`src/rtl/uart_mon_pkg.sv`:
```
package uart_mon_pkg;

  localparam int DATA_MAX = 9;

  typedef enum logic [2:0] {
    EV_START     = 3'd0,
    EV_DATA      = 3'd1,
    EV_PARITY    = 3'd2,
    EV_STOP      = 3'd3,
    EV_BAD_START = 3'd4,
    EV_BAD_STOP  = 3'd5,
    EV_PAR_ERR   = 3'd6
  } ev_kind_e;

  typedef enum logic [2:0] {
    ST_IDLE,
    ST_START,
    ST_DATA,
    ST_PAR,
    ST_STOP,
    ST_GUARD
  } chan_state_e;

  localparam logic [2:0] PAR_NONE  = 3'd0;
  localparam logic [2:0] PAR_ODD   = 3'd1;
  localparam logic [2:0] PAR_EVEN  = 3'd2;
  localparam logic [2:0] PAR_MARK  = 3'd3;
  localparam logic [2:0] PAR_SPACE = 3'd4;

  typedef struct packed {
    logic                fire;
    ev_kind_e            kind;
    logic [DATA_MAX-1:0] value;
    logic                par_exp;
    logic                par_got;
  } chan_ev_t;

endpackage

```
`src/rtl/uart_mon_sync.sv`:
```
module uart_mon_sync #(
  parameter int STAGES = 2
) (
  input  logic clk,
  input  logic rst,
  input  logic line_in,
  output logic level,
  output logic fall
);

  logic [STAGES-1:0] shreg;
  logic              prev_q;

  always_ff @(posedge clk) begin
    if (rst) begin
      shreg  <= '1;
      prev_q <= 1'b1;
    end else begin
      shreg  <= {shreg[STAGES-2:0], line_in};
      prev_q <= shreg[STAGES-1];
    end
  end

  assign level = shreg[STAGES-1];
  assign fall  = prev_q & ~shreg[STAGES-1];

endmodule

```
`src/rtl/uart_mon_chan.sv`:
```
module uart_mon_chan
  import uart_mon_pkg::*;
#(
  parameter int INT_W  = 12,
  parameter int FRAC_W = 4
) (
  input  logic                    clk,
  input  logic                    rst,
  input  logic                    level,
  input  logic                    fall,
  input  logic [INT_W+FRAC_W-1:0] cfg_period,
  input  logic [3:0]              cfg_bits,
  input  logic [2:0]              cfg_par,
  input  logic [1:0]              cfg_stop,
  input  logic                    cfg_msb,
  input  logic                    cfg_chk,
  output chan_ev_t                ev
);

  localparam int PER_W = INT_W + FRAC_W;
  localparam int ACC_W = PER_W + 4;
  localparam int CNT_W = ACC_W - FRAC_W;

  chan_state_e         state;
  logic [CNT_W-1:0]    cnt;
  logic [ACC_W-1:0]    target;
  logic [3:0]          idx;
  logic [DATA_MAX-1:0] word;
  logic [DATA_MAX-1:0] word_nx;
  logic [ACC_W-1:0]    period_w;
  logic [ACC_W-1:0]    half_w;
  logic [ACC_W-1:0]    tail_w;
  logic                due;
  logic                par_exp;
  logic                last_bit;

  assign period_w = ACC_W'(cfg_period);
  assign half_w   = ACC_W'(cfg_period >> 1);
  assign due      = ({cnt, {FRAC_W{1'b0}}} >= target);
  assign last_bit = (idx == (cfg_bits - 4'd1));

  // Extra wait after the stop sample until the stop period has elapsed.
  always_comb begin
    case (cfg_stop)
      2'd0:    tail_w = '0;
      2'd1:    tail_w = half_w;
      2'd2:    tail_w = period_w;
      default: tail_w = period_w + half_w;
    endcase
  end

  always_comb begin
    word_nx = word;
    if (cfg_msb) word_nx = {word[DATA_MAX-2:0], level};
    else         word_nx[idx] = level;
  end

  always_comb begin
    case (cfg_par)
      PAR_ODD:   par_exp = ~^word;
      PAR_EVEN:  par_exp = ^word;
      PAR_MARK:  par_exp = 1'b1;
      default:   par_exp = 1'b0;
    endcase
  end

  always_ff @(posedge clk) begin
    if (rst) begin
      state  <= ST_IDLE;
      cnt    <= '0;
      target <= '0;
      idx    <= '0;
      word   <= '0;
      ev     <= '0;
    end else begin
      ev.fire <= 1'b0;
      if (state == ST_IDLE) begin
        if (fall) begin
          state  <= ST_START;
          cnt    <= CNT_W'(1);
          target <= half_w;
          idx    <= '0;
          word   <= '0;
        end
      end else begin
        cnt <= cnt + 1'b1;
        if (due) begin
          target <= target + period_w;
          case (state)
            ST_START: begin
              ev.fire    <= 1'b1;
              ev.kind    <= level ? EV_BAD_START : EV_START;
              ev.value   <= DATA_MAX'(level);
              ev.par_exp <= 1'b0;
              ev.par_got <= 1'b0;
              state      <= ST_DATA;
            end
            ST_DATA: begin
              word <= word_nx;
              idx  <= idx + 4'd1;
              if (last_bit) begin
                ev.fire    <= 1'b1;
                ev.kind    <= EV_DATA;
                ev.value   <= word_nx;
                ev.par_exp <= 1'b0;
                ev.par_got <= 1'b0;
                state      <= (cfg_par == PAR_NONE) ? ST_STOP : ST_PAR;
              end
            end
            ST_PAR: begin
              ev.fire    <= 1'b1;
              ev.kind    <= (cfg_chk && (level != par_exp)) ? EV_PAR_ERR : EV_PARITY;
              ev.value   <= DATA_MAX'(level);
              ev.par_exp <= par_exp;
              ev.par_got <= level;
              state      <= ST_STOP;
            end
            ST_STOP: begin
              ev.fire    <= 1'b1;
              ev.kind    <= level ? EV_STOP : EV_BAD_STOP;
              ev.value   <= DATA_MAX'(level);
              ev.par_exp <= 1'b0;
              ev.par_got <= 1'b0;
              target     <= target + tail_w;
              state      <= ST_GUARD;
            end
            default: state <= ST_IDLE;
          endcase
        end
      end
    end
  end

endmodule

```
`src/rtl/uart_mon_merge.sv`:
```
module uart_mon_merge
  import uart_mon_pkg::*;
(
  input  logic                clk,
  input  logic                rst,
  input  chan_ev_t            rx_ev,
  input  chan_ev_t            tx_ev,
  output logic                ev_valid,
  output logic [2:0]          ev_type,
  output logic                ev_dir,
  output logic [DATA_MAX-1:0] ev_value,
  output logic                ev_par_exp,
  output logic                ev_par_got
);

  chan_ev_t held;
  logic     held_v;
  chan_ev_t pick;
  logic     pick_dir;
  logic     pick_v;

  always_comb begin
    pick     = rx_ev;
    pick_dir = 1'b0;
    pick_v   = 1'b0;
    if (rx_ev.fire) begin
      pick_v = 1'b1;
    end else if (held_v) begin
      pick     = held;
      pick_dir = 1'b1;
      pick_v   = 1'b1;
    end else if (tx_ev.fire) begin
      pick     = tx_ev;
      pick_dir = 1'b1;
      pick_v   = 1'b1;
    end
  end

  always_ff @(posedge clk) begin
    if (rst) begin
      held       <= '0;
      held_v     <= 1'b0;
      ev_valid   <= 1'b0;
      ev_type    <= '0;
      ev_dir     <= 1'b0;
      ev_value   <= '0;
      ev_par_exp <= 1'b0;
      ev_par_got <= 1'b0;
    end else begin
      ev_valid <= pick_v;
      if (pick_v) begin
        ev_type    <= pick.kind;
        ev_dir     <= pick_dir;
        ev_value   <= pick.value;
        ev_par_exp <= pick.par_exp;
        ev_par_got <= pick.par_got;
      end
      if (tx_ev.fire && (rx_ev.fire || held_v)) begin
        held   <= tx_ev;
        held_v <= 1'b1;
      end else if (!rx_ev.fire && held_v) begin
        held_v <= 1'b0;
      end
    end
  end

endmodule

```
`src/rtl/uart_dual_monitor.sv`:
```
module uart_dual_monitor
  import uart_mon_pkg::*;
#(
  parameter int INT_W       = 12,
  parameter int FRAC_W      = 4,
  parameter int SYNC_STAGES = 2
) (
  input  logic                    clk,
  input  logic                    rst,
  input  logic                    rx_line,
  input  logic                    tx_line,
  input  logic [INT_W+FRAC_W-1:0] cfg_bit_period,
  input  logic [3:0]              cfg_data_bits,
  input  logic [2:0]              cfg_parity,
  input  logic [1:0]              cfg_stop,
  input  logic                    cfg_msb_first,
  input  logic                    cfg_check_parity,
  output logic                    ev_valid,
  output logic [2:0]              ev_type,
  output logic                    ev_dir,
  output logic [DATA_MAX-1:0]     ev_value,
  output logic                    ev_par_exp,
  output logic                    ev_par_got
);

  localparam int NUM_CH = 2;

  logic [NUM_CH-1:0] lines;
  logic [NUM_CH-1:0] lvl;
  logic [NUM_CH-1:0] fal;
  logic [NUM_CH-1:0] ch_fire;
  chan_ev_t          ch_ev [NUM_CH];
  logic [3:0]        bits_eff;

  assign lines    = {tx_line, rx_line};
  assign bits_eff = (cfg_data_bits < 4'd5) ? 4'd5 :
                    (cfg_data_bits > 4'd9) ? 4'd9 : cfg_data_bits;

  for (genvar g = 0; g < NUM_CH; g++) begin : g_ch
    uart_mon_sync #(.STAGES(SYNC_STAGES)) u_sync (
      .clk     (clk),
      .rst     (rst),
      .line_in (lines[g]),
      .level   (lvl[g]),
      .fall    (fal[g])
    );
    uart_mon_chan #(.INT_W(INT_W), .FRAC_W(FRAC_W)) u_chan (
      .clk        (clk),
      .rst        (rst),
      .level      (lvl[g]),
      .fall       (fal[g]),
      .cfg_period (cfg_bit_period),
      .cfg_bits   (bits_eff),
      .cfg_par    (cfg_parity),
      .cfg_stop   (cfg_stop),
      .cfg_msb    (cfg_msb_first),
      .cfg_chk    (cfg_check_parity),
      .ev         (ch_ev[g])
    );
    assign ch_fire[g] = ch_ev[g].fire;
  end

  uart_mon_merge u_merge (
    .clk        (clk),
    .rst        (rst),
    .rx_ev      (ch_ev[0]),
    .tx_ev      (ch_ev[1]),
    .ev_valid   (ev_valid),
    .ev_type    (ev_type),
    .ev_dir     (ev_dir),
    .ev_value   (ev_value),
    .ev_par_exp (ev_par_exp),
    .ev_par_got (ev_par_got)
  );

endmodule

```
`config.mk`:
```
export PLATFORM = sky130hd
export DESIGN_NAME = uart_dual_monitor
export DESIGN_NICKNAME = d
export VERILOG_FILES = /design/src/rtl/uart_mon_pkg.sv /design/src/rtl/uart_mon_sync.sv /design/src/rtl/uart_mon_chan.sv /design/src/rtl/uart_mon_merge.sv /design/src/rtl/uart_dual_monitor.sv
export SDC_FILE = /design/constraint.sdc
export NUM_CORES = 1
export LEC_CHECK = 0
export ABC_AREA = 0
export BUFFER_PORTS_ARGS = -buffer_cell sky130_fd_sc_hd__buf_2
export CELL_PAD_IN_SITES_DETAIL_PLACEMENT = 1
export CELL_PAD_IN_SITES_GLOBAL_PLACEMENT = 1
export CORE_ASPECT_RATIO = 0.8
export CORE_UTILIZATION = 48
export CTS_BUF_LIST = sky130_fd_sc_hd__clkbuf_2
export CTS_CLUSTER_DIAMETER = 200
export DETAILED_ROUTE_END_ITERATION = 16
export PLACE_DENSITY = 0.78
export SYNTH_ARGS = -nofsm -noshare
export SYNTH_HDL_FRONTEND = slang
export SYNTH_SLANG_ARGS = --single-unit
```
`constraint.sdc`:
```
create_clock -name clk -period 6.6 [get_ports clk]
set_input_delay 0.99 -clock clk [delete_from_list [all_inputs] [get_ports clk]]
set_output_delay 0.99 -clock clk [all_outputs]
set_load 0.005 [all_outputs]
```
==> reports/qor.csv, run 1 <==
stage,metric,value,unit
status,outcome,"finished, final reports clean",
routing,dr.pass1.iters,7,
placement,gp_congestion,0.938,
placement,io_buffers,46,
synth,synth_top_area_share,28.3,%
pwr,powerDensity,196,nW/um2
synth,mappedNetlistNets,1719,
floorplan,die_area,25800,um2
global_routing,grt_max_degree,64,
synth,synth_top_family_by_area,compound AO/OA/AOI/OAI gates,
global_routing,track_usage,29.9,%
clock_network,clk-insertion-delay-late,0.86,ns
critical_path,worstSetupStartpointType,primary input,
critical_path,r2r_end,g_ch[1].u_chan.target[17],
sta,finalHoldViolations,0,
routing,dr_wl_met2,16500,um
synth,synth_compound_area_share,27.3,%
routing,antenna_left,0,
global_routing,antenna_found_initial,2,
sta,drv_slew,0,
hold_path,whs_path_depth,2,
sta,max_freq,199,MHz
floorplan,boundaryPins,47,
placement,pre_cts_slack,0.870,ns
pwr,power.leakage,4.90,nW
clock_network,clk_pin_slew,0.25,ns
global_routing,grt_pass1_wl,60500,um
routing,wl_met3,1500,um
critical_path,rr_startpoint,g_ch[1].u_chan.state[1],
synth,synth.area.top_cells,"dfxtp_1 28%, ha_1 10%, a21oi_1 6.8%, nand2_1 6.3%, nor2_1 4.6%",
hold_path,min_from,tx_line,
clock_network,cts_max_level,4,
sta,timing.hold.ws,0.301,ns
critical_path,worst_setup_path_end_kind,flop,
synth,synth_xor_area_share,4.22,%
synth,synth_largest_area_cell,dfxtp_1,
routing,viasPerCell,6.13,
synth,avgSynthCellArea,7.60,um2
sta,fin_crit,5.03,ns
critical_path,crit_type,primary input to flop,
routing,wl_per_cell,19.7,um
sta,fin_skew,0.0306,ns
synth,synth_ff_type,dfxtp_1,
sta,setup_viol,0,
clock_network,ctsHoldBuffers,0,
critical_path,r2r_setup_slack,2.05,ns
synth,synth_mux_area_share,2.47,%
clock_network,cts_max_path_buffers,2,
floorplan,dieHeight,144,um
critical_path,critPathRequiredTime,7.34,ns
synth,synth_seq_cells,171,
sta,min_period_over_period,76.3,%
global_routing,grt_pass1_vias,11500,
synth,syn-instance-count,1588,
routing,vias,11700,
floorplan,core_area,24500,um2
placement,dp.cells,1879,
critical_path,worstPathMaxFanout,7,
final_layout,fillers,3144,
routing,drt_iter0_drc,816,
synth,syn_area,12100,um2
placement,place_hpwl,27800,um
synth,yosys.cell_types.count,80,
hold_path,hold_path.class,primary input to flop,
clock_network,cts_sinks,171,
critical_path,critical_path_arrival,5.78,ns
clock_network,cts-buffers-inserted,17,
floorplan,start_util,49.3,%
synth,ys_async_sr_fraction,0,%
sta,tightest_slew,1.06,ns
synth,synth-edff-count,0,
pwr,vdd_ir_drop_max,166,uV
synth,ys_seq_area_share,28.3,%
routing,wl,37600,um
global_routing,grt_overflow,0,
sta,slew_headroom,28.7,%
sta,fin_ws,1.57,ns
clock_network,cts_setup_buffers,0,
synth,yosys.area_share.simple,22.2,%
final_layout,layout-drive-gt1-share,7.79,%
hold_path,hold-path-endpoint,g_ch[1].u_sync.shreg[0],
floorplan,fp.dieW,179,um
final_layout,final_cells,1912,
routing,drt-met1-wl,19100,um
sta,rsz0062_at_grt,false,
sta,tns,0,ns
run,drv_cap,0,
clock_network,cts_tree,yes,
synth,ys_warn_count,0,
critical_path,reg2regPathDepth,12,
routing,maxUsedRoutingLayer,met4,
clock_network,ctsResizeCount,0,
synth,synth_fa_ha_area_share,10.5,%
final_layout,area_growth,5.11,%
floorplan,fp-row-count,51,
final_layout,finalNetCount,1711,
routing,drcViolationCount,0,
clock_network,cts-root-buf,clkbuf_2,
layer usage:
| metal | GRT usage (%) | up-vias |
|---|---|---|
| li1 | - | 5757 |
| met1 | 42.9 | 5719 |
| met2 | 46.6 | 214 |
| met3 | 5.08 | 29 |
| met4 | 5.84 | 0 |
| met5 | 0 | - |
layout by cell type (no fill, tap or decap), types with 27 or more instances in the layout:
cell type | netlist | layout
a211oi_1 | 27 | 27
a21oi_1 | 165 | 164
a22oi_1 | 32 | 32
buf_2 | 5 | 45
dfxtp_1 | 171 | 171
ha_1 | 97 | 97
inv_1 | 72 | 72
nand2_1 | 204 | 204
nand3_1 | 51 | 51
nor2_1 | 147 | 147
nor3_1 | 35 | 35
o21a_1 | 28 | 28
o21ai_0 | 99 | 97
xnor2_1 | 30 | 30
logic make-up (layout without fill, tap and decap cells):
logic type,after synthesis,count (layout)
other cells,0,2
xor+xnor,55,55
compound gates,505,505
flops,171,171
fa+ha+maj,100,100
simple gates,573,573
buf+inv,155,159
mux,29,29
layout make-up:
cell class / count / area, um2 / area share [%]
antenna: 2 / 5.00 / 0.0394
inverter: 72 / 270 / 2.13
clock buffer: 17 / 85.1 / 0.670
clock inverter: 14 / 146 / 1.15
sequential: 171 / 3420 / 27.0
tap: 318 / 398 / 3.13
timing repair buffer: 56 / 308 / 2.43
multi-input combinational: 1262 / 8060 / 63.5
through the flow:
stage	area, um2	utilization [%]	power, mW
global placement	12500	50.8	1.88
global route	12700	51.8	2.64
finish	12700	51.8	2.48
CTS	12700	51.8	2.50
detailed placement	12500	50.8	1.90
floorplan	12100	-	1.69
cells in the mapped netlist, types with 11 or more instances:
| cell | count |
|---|---|
| o211ai_1 | 14 |
| nor2b_1 | 13 |
| a22oi_1 | 32 |
| nand4_1 | 21 |
| inv_1 | 72 |
| ha_1 | 97 |
| xor2_1 | 23 |
| o21a_1 | 28 |
| nor2_1 | 147 |
| nand2_1 | 204 |
| nand2b_1 | 11 |
| a211oi_1 | 27 |
| or2_2 | 17 |
| and3_1 | 12 |
| clkbuf_1 | 72 |
| dfxtp_1 | 171 |
| xnor2_1 | 30 |
| mux2i_1 | 23 |
| o21ai_0 | 99 |
| nor3_1 | 35 |
| a221oi_1 | 25 |
| a311oi_1 | 12 |
| a21oi_1 | 165 |
| a21o_1 | 16 |
| nand3_1 | 51 |
| or3_1 | 19 |
worst max-delay path by stage:
stage | startpoint | endpoint | slack, ns | cells past startpoint
floorplan | cfg_bit_period[0] | g_ch[1].u_chan.target[17] | 1.72 | 17
global placement | cfg_bit_period[1] | g_ch[1].u_chan.target[17] | 1.04 | 18
detailed placement | cfg_bit_period[1] | g_ch[1].u_chan.target[19] | 0.87 | 18
CTS | cfg_bit_period[1] | g_ch[1].u_chan.target[19] | 1.76 | 18
global route | cfg_bit_period[1] | g_ch[1].u_chan.target[19] | 1.36 | 18
finish | cfg_bit_period[1] | g_ch[1].u_chan.target[17] | 1.57 | 18
flip-flops by register name, indices dropped and copies added (netlist names), 4 cells and up:
name / flops
g_ch.u_chan.ev: 30
g_ch.u_chan.cnt: 32
g_ch.u_chan.target: 40
u_merge.ev_value: 9
g_ch.u_sync.shreg: 4
g_ch.u_chan.word: 18
g_ch.u_chan.state: 6
u_merge.held: 14
g_ch.u_chan.idx: 8
worst max-delay path, cell delays in order:
cell,delay (ns)
buf_2,0.16
ha_1,0.22
inv_1,0.07
fa_1,0.39
nor2b_1,0.12
o21ai_0,0.12
a21boi_0,0.50
o311ai_1,0.35
and3_1,0.28
o21a_1,0.21
o21a_1,0.21
ha_1,0.33
a2111o_1,0.43
o221ai_1,0.14
o21ai_0,0.23
a2111oi_1,0.74
or4_1,0.21
a21oi_1,0.07
power breakdown:
group          total (mW)  switching [mW]  internal, mW
clock               0.590           0.417         0.172
combinational       0.770           0.491         0.279
sequential           1.12          0.0472          1.08
total                2.48           0.956          1.53
No activity file was read; power rests on OpenSTA's default activity.
==> run 2, diff against run 1 <==
==> constraint.sdc (replaced) <==
create_clock -name clk -period 5.1 [get_ports clk]
set_input_delay 0.765 -clock clk [delete_from_list [all_inputs] [get_ports clk]]
set_output_delay 0.765 -clock clk [all_outputs]
set_load 0.005 [all_outputs]
==> reports/qor.csv, run 2 (same netlist as run 1, synthesis figures left out) <==
stage,metric,value,unit
sta,finalHoldViolations,0,
final_layout,largest_reg_flops,40,
placement,place_hpwl,28000,um
pwr,pwr-share-comb,30.9,%
final_layout,final_area,12800,um2
clock_network,cts_tree,yes,
critical_path,worstPathMaxFanout,14,
placement,dpl-instance-area,12500,um2
routing,drcViolationCount,0,
clock_network,ctsResizeCount,0,
pwr,power.share.clock,24.4,%
sta,slew_headroom,28.8,%
final_layout,most-common-layout-cells,"204 x nand2_1, 171 x dfxtp_1, 164 x a21oi_1",
critical_path,worstSetupStartpointType,flop,
placement,io_buffers,46,
placement,dp.cells,1889,
final_layout,finalNetCount,1721,
global_routing,grt_pass1_wl,59700,um
clock_network,clk_pin_slew,0.27,ns
global_routing,track_usage,29.4,%
floorplan,core_area,24500,um2
floorplan,die_area,25800,um2
final_layout,final_common_cell,nand2_1,
pwr,p_sw,1.25,mW
pwr,powerDensity,254,nW/um2
critical_path,worst_setup_path_end_kind,flop,
sta,min_period_over_period,83.1,%
sta,fin_skew,0.0570,ns
final_layout,final_cells,1923,
global_routing,antenna_found_initial,2,
pwr,power.leakage,4.98,nW
routing,antenna_left,0,
global_routing,grt_pass1_vias,11300,
clock_network,cts_max_level,4,
global_routing,grt_overflow,0,
sta,setup_viol,0,
pwr,swShare,38.3,%
pwr,seq_power_share,44.7,%
routing,wl_per_cell,19.5,um
routing,wl,37500,um
clock_network,clk-insertion-delay-late,0.83,ns
hold_path,hold_path.class,primary input to flop,
final_layout,layout-drive-gt1-share,8.48,%
critical_path,critical_path_arrival,5.02,ns
final_layout,top_regs,"g_ch.u_chan.target x40, g_ch.u_chan.cnt x32, g_ch.u_chan.ev x30",
sta,drv_slew,0,
clock_network,cts-buffers-inserted,17,
pwr,vdd_ir_drop_max,149,uV
final_layout,top_register,g_ch.u_chan.target,
floorplan,dieHeight,144,um
floorplan,boundaryPins,47,
clock_network,ctsHoldBuffers,0,
sta,max_freq,236,MHz
floorplan,fp-row-count,51,
floorplan,fp.dieW,179,um
clock_network,cts-root-buf,clkbuf_2,
final_layout,final_util,52.2,%
sta,tightest_slew,1.06,ns
clock_network,cts_sinks,171,
floorplan,start_util,49.3,%
routing,viasPerCell,6.16,
status,outcome,"finished, final reports clean",
critical_path,critPathRequiredTime,5.88,ns
sta,rsz0062_at_grt,false,
run,drv_cap,0,
routing,dr.pass1.iters,5,
routing,drt_iter0_drc,749,
clock_network,cts_setup_buffers,0,
placement,gp_congestion,0.909,
pwr,intPower,2.01,mW
global_routing,grt_max_degree,60,
sta,fin_crit,4.24,ns
critical_path,crit_type,flop to flop,
routing,vias,11800,
final_layout,area_growth,5.94,%
sta,tns,0,ns
clock_network,cts_max_path_buffers,2,
## run 2: cell types whose count changed in the layout (fill, tap and decap cells not counted), sizes merged
cell      delta
buf         +10
inv          +2
clkinvlp     -4
clkinv       +1
clkbuf       +2
## run 2: area by class of cell
class                      instances  area (um2)
fill                            3167       11700
multi-input combinational       1262        8060
sequential                       171        3420
tap                              318         398
timing repair buffer              66         383
inverter                          72         270
clock inverter                    13         161
clock buffer                      19        95.1
antenna                            2        5.00
## run 2: worst max-delay path: stages, from the launching register on
cell,delay [ns]
dfxtp_1,0.69
nor2_1,0.17
and3_1,0.31
a21oi_1,0.18
o21ai_0,0.21
ha_1,0.32
fa_1,0.45
a211oi_1,0.36
o21ai_0,0.26
and3_1,0.27
a31oi_1,0.35
o211ai_1,0.19
a311o_1,0.39
nand2_1,0.06
## run 2: path summary, 6_finish.rpt
check | startpoint | to | slack (ns) | depth (start not counted)
max | g_ch[0].u_chan.state[1] | g_ch[0].u_chan.target[18] | 0.86 | 13
min | rx_line | g_ch[0].u_sync.shreg[0] | 0.11 | 2
max reg2reg | g_ch[0].u_chan.state[1] | g_ch[0].u_chan.target[18] | 0.86 | 13
min reg2reg | g_ch[1].u_sync.shreg[0] | g_ch[1].u_sync.shreg[1] | 0.46 | 1
## run 2: per-layer routing
metal  up-vias  wire length [um]  track usage (%)
li1       5783                 -                -
met1      5782             18900             42.0
met2       226             16500             46.0
met3        47              1430             3.86
met4         0               684             8.23
met5         -                 0                0
## run 2: stage by stage
step                hold WS, ns  setup slack [ns]  power (mW)
floorplan                 0.389             0.440        2.19
global placement          0.393             0.240        2.43
detailed placement        0.401            0.0811        2.46
CTS                      0.0267             0.965        3.27
global route             0.0237             0.641        3.44
finish                    0.110             0.864        3.25
## run 2: power by group through the flow
stage               Combinational, mW  Sequential, mW  Clock [mW]
finish                           1.01            1.45       0.795
global route                     1.10            1.46       0.869
CTS                             0.994            1.45       0.826
detailed placement              0.987            1.48           0
global placement                0.955            1.48           0
floorplan                       0.737            1.45           0
